[src/rtl/irqlatch_pkg.sv]
package irqlatch_pkg;
    // Register offsets on the access port.
    localparam int unsigned OFS_ENABLE = 0;
    localparam int unsigned OFS_STATUS = 1;
endpackage

[src/rtl/irq_src_sync.sv]
module irq_src_sync #(
    parameter int unsigned WIDTH = 6
) (
    input  logic             clk,
    input  logic             rst_n,
    input  logic [WIDTH-1:0] src_i,
    output logic [WIDTH-1:0] rise_o
);
    typedef struct packed {
        logic [WIDTH-1:0] meta;
        logic [WIDTH-1:0] stable;
        logic [WIDTH-1:0] prev;
    } sync_t;

    sync_t sync_d, sync_q;

    always_comb begin
        sync_d        = sync_q;
        sync_d.meta   = src_i;
        sync_d.stable = sync_q.meta;
        sync_d.prev   = sync_q.stable;
    end

    always_ff @(posedge clk or negedge rst_n) begin
        if (!rst_n) begin
            sync_q <= '0;
        end else begin
            sync_q <= sync_d;
        end
    end

    // One edge detector per source line.
    for (genvar g = 0; g < WIDTH; g++) begin : g_edge
        assign rise_o[g] = sync_q.stable[g] & ~sync_q.prev[g];
    end
endmodule

[src/rtl/irq_latch_regs.sv]
module irq_latch_regs #(
    parameter int unsigned WIDTH = 6
) (
    input  logic             clk,
    input  logic             rst_n,
    input  logic [WIDTH-1:0] rise_i,
    input  logic             en_wr_i,
    input  logic [WIDTH-1:0] en_wdata_i,
    output logic [WIDTH-1:0] en_o,
    output logic [WIDTH-1:0] st_o
);
    typedef struct packed {
        logic [WIDTH-1:0] en;
        logic [WIDTH-1:0] st;
    } regs_t;

    regs_t regs_d, regs_q;

    always_comb begin
        regs_d = regs_q;
        if (en_wr_i) begin
            regs_d.en = en_wdata_i;
        end
        // Capture uses the enable that was already in place, so an edge
        // seen on the edge of the enabling write is dropped. The new enable
        // masks the result, so clearing an enable wins over a capture.
        regs_d.st = (regs_q.st | (rise_i & regs_q.en)) & regs_d.en;
    end

    always_ff @(posedge clk or negedge rst_n) begin
        if (!rst_n) begin
            regs_q <= '0;
        end else begin
            regs_q <= regs_d;
        end
    end

    assign en_o = regs_q.en;
    assign st_o = regs_q.st;
endmodule

[src/rtl/irq_req_gen.sv]
module irq_req_gen #(
    parameter int unsigned WIDTH = 6
) (
    input  logic             clk,
    input  logic             rst_n,
    input  logic [WIDTH-1:0] st_i,
    output logic             irq_o
);
    typedef struct packed {
        logic any_prev;
        logic req;
    } req_t;

    req_t req_d, req_q;
    logic any_now;

    assign any_now = |st_i;

    always_comb begin
        req_d          = req_q;
        req_d.any_prev = any_now;
        if (!any_now) begin
            req_d.req = 1'b0;
        end else if (!req_q.any_prev) begin
            req_d.req = 1'b1;
        end
    end

    always_ff @(posedge clk or negedge rst_n) begin
        if (!rst_n) begin
            req_q <= '0;
        end else begin
            req_q <= req_d;
        end
    end

    assign irq_o = req_q.req;
endmodule

[src/rtl/edge_irq_ctrl.sv]
module edge_irq_ctrl
    import irqlatch_pkg::*;
#(
    parameter int unsigned NUM_SRC = 6,
    parameter int unsigned DATA_W  = 8,
    parameter int unsigned ADDR_W  = 2
) (
    input  logic               clk,
    input  logic               rst_n,
    input  logic [NUM_SRC-1:0] src_i,
    input  logic [ADDR_W-1:0]  reg_addr_i,
    input  logic               reg_wr_i,
    input  logic [NUM_SRC-1:0] reg_wdata_i,
    output logic [DATA_W-1:0]  reg_rdata_o,
    output logic               irq_o,
    output logic [NUM_SRC-1:0] din_view_o
);
    localparam logic [ADDR_W-1:0] ADDR_EN = ADDR_W'(OFS_ENABLE);
    localparam logic [ADDR_W-1:0] ADDR_ST = ADDR_W'(OFS_STATUS);

    logic [NUM_SRC-1:0] rise_w;
    logic [NUM_SRC-1:0] en_w;
    logic [NUM_SRC-1:0] st_w;
    logic               en_wr_w;

    assign en_wr_w = reg_wr_i && (reg_addr_i == ADDR_EN);

    irq_src_sync #(.WIDTH(NUM_SRC)) u_sync (
        .clk    (clk),
        .rst_n  (rst_n),
        .src_i  (src_i),
        .rise_o (rise_w)
    );

    irq_latch_regs #(.WIDTH(NUM_SRC)) u_regs (
        .clk        (clk),
        .rst_n      (rst_n),
        .rise_i     (rise_w),
        .en_wr_i    (en_wr_w),
        .en_wdata_i (reg_wdata_i),
        .en_o       (en_w),
        .st_o       (st_w)
    );

    irq_req_gen #(.WIDTH(NUM_SRC)) u_req (
        .clk   (clk),
        .rst_n (rst_n),
        .st_i  (st_w),
        .irq_o (irq_o)
    );

    always_comb begin
        reg_rdata_o = '0;
        if (reg_addr_i == ADDR_EN) begin
            reg_rdata_o[NUM_SRC-1:0] = en_w;
        end else if (reg_addr_i == ADDR_ST) begin
            reg_rdata_o[NUM_SRC-1:0] = st_w;
        end
    end

    assign din_view_o = st_w;
endmodule

[config.mk]
export PLATFORM = sky130hd
export DESIGN_NAME = edge_irq_ctrl
export DESIGN_NICKNAME = d
export VERILOG_FILES = /design/src/rtl/irqlatch_pkg.sv /design/src/rtl/irq_src_sync.sv /design/src/rtl/irq_latch_regs.sv /design/src/rtl/irq_req_gen.sv /design/src/rtl/edge_irq_ctrl.sv
export SDC_FILE = /design/constraint.sdc
export NUM_CORES = 1
export LEC_CHECK = 0
export ABC_AREA = 1
export ABC_CLOCK_PERIOD_IN_PS = 1300
export BUFFER_PORTS_ARGS = -buffer_cell sky130_fd_sc_hd__buf_2
export CORE_ASPECT_RATIO = 1.5
export CORE_MARGIN = 5
export CORE_UTILIZATION = 54
export DETAILED_ROUTE_END_ITERATION = 8
export PLACE_DENSITY = 0.92
export SLEW_MARGIN = 20
export SYNTH_ARGS = -nofsm -noshare
export SYNTH_HDL_FRONTEND = slang
export SYNTH_SLANG_ARGS = --single-unit
[constraint.sdc]
create_clock -name clk -period 1.3 [get_ports clk]
set_input_delay 0.13 -clock clk [delete_from_list [all_inputs] [get_ports clk]]
set_output_delay 0.13 -clock clk [all_outputs]
set_load 0.01 [all_outputs]
==> flow_summary.toml, run 1 <==
[yosys]
ys_seq_area_share_pct = 65.6
yosysTopAreaCellShare_pct = 65.6
syn_area_per_cell_um2 = 9.76
synth.distinct_cells = 12
synth_cells = 125
synth_seq_cells = 32
yosys-top-cells-area = "dfrtp_1 66%, inv_1 12%, nand2_1 5.8%"
synth_top_area_cell = "dfrtp_1"
netlist_area_mm2 = 0.00122
synth_warnings = 0

[critical_path]
crit_type = "register to output pin"
r2r_cells = 4
critical_path.max_fanout = 3
regToRegEndpoint = "u_req.irq_o"
arrival_ns = 1.10
critPathLaunchType = "register"
r2r_setup_slack_ns = 0.41
cp-endpoint = "reg_rdata_o[2]"
critPathRequiredTime_ns = 1.17
rr_startpoint = "u_regs.st_o[4]"
cp-end-kind = "output pin"
crit_start = "u_regs.st_o[2]"

[placement]
place.gp.congestion = 0.789
io_buffers = 29
dp_hpwl_mm = 1.72
dpl_cell_area_mm2 = 0.00139
place_ws_ns = 0.368

[sta]
rsz0062_at_grt = "no"
slew_violations = 0
post-route-period-util_pct = 94.4
tns_ns = 0
tightest_slew_ns = 0.680
period_needed_ns = 1.23
fin_skew_ns = 0.0121
hold_viol = 0
max_freq_mhz = 815
relSlewSlack_pct = 54.7
fin_hold_ws_ns = 0.143
setup_violations = 0
setup_ws_ns = 0.0728

[pwr]
power.density_mw_per_mm2 = 1440
p_comb_share_pct = 20.6
p_int_w = 0.00157
vdd_ir_drop_max_v = 0.000895
power.leakage_nw = 0.891
seqPwrFrac_pct = 53.9
power.share.clock_pct = 25.4
p_sw_w = 0.000626
p_sw_share_pct = 28.6

[cells_and_area]
regArea_um2 = 801
multiInputGateArea_um2 = 258
final_area_mm2 = 0.00152
fill_cells = 172
num_antenna_cells = 0
nNetsFinal = 185
final_core_util_pct = 68.8
syn2layout_area_growth_pct = 24.5
drive_gt1_share_pct = 26.0

[cts]
cts_resized = 0
numCtsBuffers = 5
cts_sinks = 32
tritoncts = "yes"
clk_latency_ns = 0.32
clk_pin_slew_ns = 0.09
h-tree-depth = 2
cts_buffer_depth = 2
cts_root_buf = "clkbuf_4"

[worst_hold_path]
hold_class = "primary input to register"

[flow_run]
cap_violations = 0

[die]
io_pins = 32
initial_core_util_pct = 55.3
die_y_um = 68.2
die_area_mm2 = 0.00333
rows = 21
fp.coreArea_mm2 = 0.00221
chipWidth_um = 48.8

[drt]
wire_per_inst_um = 11.6
drc = 0
drt_pre_antenna_iters = 4
via_count = 891
drt_iter0_markers = 5
wl_mm = 2.23
via_per_inst = 4.64
drt.antenna.violating_nets = 0

[grt]
antenna_found_initial = 0
overflow = 0
grt_first_pass_wirelength_mm = 3.93
track_usage_pct = 16.1
grt_max_degree = 33
grt_pass1_vias = 900

[run_status]
status = "complete, no violations"
critical path: stages (launching register included):
cell     delay (ns)
dfrtp_1        0.38
inv_1          0.07
o22ai_1        0.17
buf_2          0.16
final cells by class:
type / instances / area share [%]
Clock buffer: 8 / 3.87
Inverter: 40 / 9.88
Multi-Input combinational cell: 52 / 17.0
Sequential cell: 32 / 52.7
Tap cell: 23 / 1.89
Timing Repair Buffer: 37 / 14.7
state kept, by name, summed over array words and instances (netlist names):
name / cells
u_regs.en_o: 6
u_req.irq_o: 1
u_sync.sync_d: 12
u_sync.sync_q: 6
u_regs.st_o: 6
u_req.req_q: 1
repair_timing:
| item | in CTS | in global routing |
|---|---|---|
| hold endpoints to repair | 38 | 0 |
| hold buffers | 7 | 0 |
| setup buffers | 0 | 0 |
cell usage after synthesis:
cell / count
inv_1: 40
nand2_4: 1
buf_4: 2
conb_1: 1
nand2_1: 19
o21ai_0: 1
nand3_1: 13
dfrtp_1: 32
nor2_2: 6
nor2_4: 1
o22ai_1: 6
nor2_1: 3
per-layer routing:
metal | wire (µm) | track usage [%] | up-vias
met5 | 0 | 0 | -
met4 | 116 | 14.1 | 0
met3 | 123 | 5.01 | 12
met2 | 1160 | 25.2 | 35
met1 | 833 | 17.6 | 396
li1 | - | - | 448
cell usage in the layout (no fill, tap or decap), drive strengths merged:
cell | synthesis | final
conb | 1 | 2
nand3 | 13 | 13
inv | 40 | 40
o22ai | 6 | 6
dlygate4sd3 | 0 | 7
nand2 | 20 | 20
nor2 | 10 | 10
o21ai | 1 | 1
buf | 2 | 30
clkbuf | 0 | 8
dfrtp | 32 | 32
per-stage QoR:
step,total power (W),cells
after floorplan,0.00146,126
after global placement,0.00162,177
after detailed placement,0.00165,177
after CTS,0.00224,192
after global routing,0.00236,192
final,0.00219,192
cell families (layout without fill, tap and decap cells):
group           count (synthesis)  after routing  synth area share (%)
buf+inv                        42             85                  13.5
simple gates                   43             43                  17.0
flops                          32             32                  65.6
compound gates                  7              7                  3.49
other cells                     1              2                 0.307
worst min path at each step:
stage                     cells after the start            from  slack [ns]          endpoint
after floorplan                               0           rst_n       -0.17    u_regs.en_o[0]
after global placement                        1           rst_n        0.19  u_sync.sync_d[6]
after detailed placement                      1           rst_n        0.21  u_sync.sync_d[0]
after CTS                                     5  reg_wdata_i[5]        0.13    u_regs.en_o[5]
after global routing                          5  reg_wdata_i[3]        0.14    u_regs.en_o[3]
final                                         5  reg_wdata_i[5]        0.14    u_regs.en_o[5]
power by group through the flow:
| stage | Clock [W] | Sequential (W) | Combinational (W) |
|---|---|---|---|
| after floorplan | 0 | 0.00122 | 0.000239 |
| after CTS | 0.000591 | 0.00118 | 0.000461 |
| after global routing | 0.000640 | 0.00120 | 0.000516 |
| final | 0.000558 | 0.00118 | 0.000453 |
| after global placement | 0 | 0.00119 | 0.000426 |
| after detailed placement | 0 | 0.00120 | 0.000442 |
Note: power is estimated with default switching activity, not from simulation.
==> run 2: changes to the inputs <==
- ABC_CLOCK_PERIOD_IN_PS: 1300 -> 1500
- TNS_END_PERCENT: not set -> 1
- clock period: 1.3 -> 1.5 ns (I/O delays scaled with it)
==> run 2 against run 1 <==
Critical endpoint is now reg_rdata_o[5]; combinational power shrank 12%; via count is 1.1% higher; register-to-register slack improved by 0.14 ns; critical path type unchanged; sequential cell count unchanged; clock skew shrank 0.0055 ns.
==> flow_summary.toml, run 2 (same netlist as run 1, synthesis figures left out) <==
[run_status]
status = "complete, no violations"

[die]
rows = 21
fp.coreArea_mm2 = 0.00221
io_pins = 32
initial_core_util_pct = 55.3
die_area_mm2 = 0.00333
chipWidth_um = 48.8
die_y_um = 68.2

[cts]
numCtsBuffers = 5
cts_sinks = 32
cts_buffer_depth = 2
cts_resized = 0
tritoncts = "yes"
clk_pin_slew_ns = 0.09
cts_root_buf = "clkbuf_4"
h-tree-depth = 2
clk_latency_ns = 0.33

[grt]
grt_pass1_vias = 883
overflow = 0
antenna_found_initial = 0
grt_max_degree = 33
grt_first_pass_wirelength_mm = 3.86
track_usage_pct = 16.0

[critical_path]
critPathRequiredTime_ns = 1.35
crit_type = "register to output pin"
cp-end-kind = "output pin"
arrival_ns = 1.13
critPathLaunchType = "register"
critical_path.max_fanout = 3

[sta]
tightest_slew_ns = 0.675
slew_violations = 0
setup_violations = 0
post-route-period-util_pct = 85.6
max_freq_mhz = 779
fin_skew_ns = 0.00660
tns_ns = 0
period_needed_ns = 1.28
hold_viol = 0
rsz0062_at_grt = "no"
relSlewSlack_pct = 55.0

[cells_and_area]
num_antenna_cells = 0
largest_register_ffs = 12
fin_cells = 191
layout_common_cells = "40 x inv_1, 32 x dfrtp_1, 29 x buf_2"
final_area_mm2 = 0.00151
nNetsFinal = 184
final_core_util_pct = 68.5
drive_gt1_share_pct = 25.6
final_common_cell = "inv_1"
syn2layout_area_growth_pct = 23.9

[placement]
io_buffers = 29
dpl_cell_area_mm2 = 0.00138
dp_hpwl_mm = 1.75
place.gp.congestion = 0.776
dp.cells = 176

[drt]
wl_mm = 2.32
drt_iter0_markers = 21
drt_pre_antenna_iters = 4
drt.antenna.violating_nets = 0
wire_per_inst_um = 12.1
drc = 0
via_count = 901
via_per_inst = 4.72

[pwr]
power.density_mw_per_mm2 = 1270
vdd_ir_drop_max_v = 0.000838
p_sw_share_pct = 29.2
p_int_w = 0.00136
design_power_total_w = 0.00192
p_sw_w = 0.000559
power.leakage_nw = 0.886
seqPwrFrac_pct = 53.6
p_comb_share_pct = 20.7
power.share.clock_pct = 25.7

[flow_run]
cap_violations = 0

[worst_hold_path]
hold_class = "primary input to register"
## run 2: layer usage
layer,GRT usage [%],wire length [µm],up-vias
met1,16.5,853,412
met2,26.6,1210,30
met5,0,0,-
met4,11.4,116,0
li1,-,-,447
met3,5.88,138,12
## run 2: power groups by stage
stage,Sequential (W),Clock (W),Combinational (W)
2_1_floorplan,0.00106,0,0.000207
3_3_place_gp,0.00104,0,0.000367
3_5_place_dp,0.00105,0,0.000383
4_1_cts,0.00103,0.000515,0.000401
5_1_grt,0.00104,0.000555,0.000443
6_report,0.00103,0.000492,0.000397
## run 2: through the flow
stage	worst slack [ns]	hold WS, ns
3_3_place_gp	0.449	0.210
6_report	0.216	0.173
3_5_place_dp	0.406	0.226
2_1_floorplan	0.653	-0.146
4_1_cts	0.220	0.155
5_1_grt	0.164	0.168
## run 2: area by class of cell
type	count	area [µm²]
clock buffer	8	58.8
fill	172	696
inverter	40	150
multi-input combinational	52	258
sequential	32	801
tap	23	28.8
timing repair buffer	36	215
## run 2: critical path, stage by stage, from the launching register on
cell and delay (ns):
dfrtp_1 0.38, inv_1 0.06, o22ai_1 0.19, buf_2 0.16
## run 2: final timing paths
kind                                  start               end  slack (ns)  cells past startpoint
setup / recovery             u_regs.st_o[5]    reg_rdata_o[5]        0.22                      3
hold / removal               reg_wdata_i[3]    u_regs.en_o[3]        0.17                      5
setup reg to reg             u_regs.st_o[1]       u_req.irq_o        0.55                      4
hold reg to reg            u_sync.sync_d[8]  u_sync.sync_d[2]        0.35                      0
max in group asynchronous             rst_n  u_sync.sync_d[9]        0.67                      2
min in group asynchronous             rst_n  u_sync.sync_d[1]        0.38                      2
## run 2: repair_timing
action                    in CTS  in global routing
hold buffers                   7                  0
hold endpoints to repair      38                  0
buffers inserted               0                  0
==> run 3: changes to the inputs <==
- ABC_CLOCK_PERIOD_IN_PS: 1500 -> 1600
- clock period: 1.5 -> 1.6 ns (I/O delays scaled with it)
==> run 3 against run 2 <==
Non-clock buffer count unchanged; register-to-register slack gained 0.11 ns; clock power shrank 6.5%; power down 6.5%; clock skew rose by 0.0011 ns; critical path depth stayed put.
==> flow_summary.toml, run 3 (same netlist as run 1, synthesis figures left out) <==
[die]
rows = 21
die_area_mm2 = 0.00333
fp.coreArea_mm2 = 0.00221
chipWidth_um = 48.8
io_pins = 32
die_y_um = 68.2
initial_core_util_pct = 55.3

[sta]
slew_violations = 0
rsz0062_at_grt = "no"
period_needed_ns = 1.27
post-route-period-util_pct = 79.5
setup_violations = 0
hold_viol = 0
tns_ns = 0
relSlewSlack_pct = 54.8
tightest_slew_ns = 0.679
max_freq_mhz = 787
fin_skew_ns = 0.00765

[placement]
dpl_cell_area_mm2 = 0.00138
io_buffers = 29
dp_hpwl_mm = 1.74
place.gp.congestion = 0.775

[grt]
grt_pass1_vias = 894
overflow = 0
antenna_found_initial = 0
track_usage_pct = 15.8
grt_max_degree = 33
grt_first_pass_wirelength_mm = 3.83

[cts]
clk_latency_ns = 0.32
cts_resized = 0
cts_root_buf = "clkbuf_4"
cts_setup_buffers = 0
tritoncts = "yes"
clk_pin_slew_ns = 0.09
hold_buffers = 7
cts_sinks = 32
cts_buffer_depth = 2
h-tree-depth = 2
numCtsBuffers = 5

[worst_hold_path]
hold_class = "primary input to register"

[cells_and_area]
drive_gt1_share_pct = 25.6
final_area_mm2 = 0.00151
num_antenna_cells = 0
final_common_cell = "inv_1"
layout_common_cells = "40 x inv_1, 32 x dfrtp_1, 29 x buf_2"
largest_register_ffs = 12
fill_cells = 179
nNetsFinal = 184
syn2layout_area_growth_pct = 23.9

[drt]
via_per_inst = 4.67
via_count = 892
drt_pre_antenna_iters = 2
wire_per_inst_um = 12.0
drt.antenna.violating_nets = 0
drt_iter0_markers = 41
drc = 0
wl_mm = 2.29

[critical_path]
arrival_ns = 1.11
cp-end-kind = "output pin"
critical_path.max_fanout = 3
critPathLaunchType = "register"
crit_type = "register to output pin"
critPathRequiredTime_ns = 1.44

[pwr]
vdd_ir_drop_max_v = 0.000754
power.leakage_nw = 0.886
power.density_mw_per_mm2 = 1190

[flow_run]
cap_violations = 0

[run_status]
status = "complete, no violations"
[run 3: per-stage QoR]
| stage | hold slack [ns] | cells | util, % | setup WS (ns) | power (W) |
|---|---|---|---|---|---|
| after global placement | 0.220 | 176 | 62.6 | 0.529 | 0.00132 |
| final | 0.171 | 191 | 68.5 | 0.329 | 0.00179 |
| after floorplan | -0.136 | 126 | - | 0.743 | 0.00119 |
| after global routing | 0.178 | 191 | 68.5 | 0.228 | 0.00191 |
| after detailed placement | 0.237 | 176 | 62.6 | 0.488 | 0.00134 |
| after CTS | 0.167 | 191 | 68.5 | 0.325 | 0.00181 |
[run 3: cell type report]
cell class	count	area, µm²	area share [%]
Sequential cell	32	801	53.0
Inverter	40	150	9.93
Timing Repair Buffer	36	215	14.2
Multi-Input combinational cell	52	258	17.1
Tap cell	23	28.8	1.90
Clock buffer	8	58.8	3.89
[run 3: report_power, final]
part           internal, W  leakage, nW  switching, W
registers         0.000908        0.373     0.0000533
clock network     0.000217       0.0326      0.000244
logic             0.000147        0.481      0.000223
[run 3: final timing paths]
| path | start | endpoint | slack (ns) | cells after the start |
|---|---|---|---|---|
| max | u_regs.st_o[0] | reg_rdata_o[0] | 0.33 | 3 |
| min | reg_wdata_i[3] | u_regs.en_o[3] | 0.17 | 5 |
| max reg2reg | u_regs.st_o[1] | u_req.irq_o | 0.66 | 4 |
| min reg2reg | u_sync.sync_d[9] | u_sync.sync_d[3] | 0.35 | 0 |
| max in group asynchronous | rst_n | u_sync.sync_d[9] | 0.74 | 2 |
| min in group asynchronous | rst_n | u_sync.sync_d[1] | 0.41 | 2 |
[run 3: worst max-delay path, cell delays in order, from the launching register on]
cell     delay (ns)
dfrtp_1        0.38
inv_1          0.06
o22ai_1        0.18
buf_2          0.16
[run 3: per-layer routing]
metal  up-vias  GRT usage [%]  share of wire, %
met3        14           6.54               6.0
met2        31           25.2                51
met4         0           13.8               6.2
li1        444              -                 -
met5         -              0                 0
met1       403           15.9                37
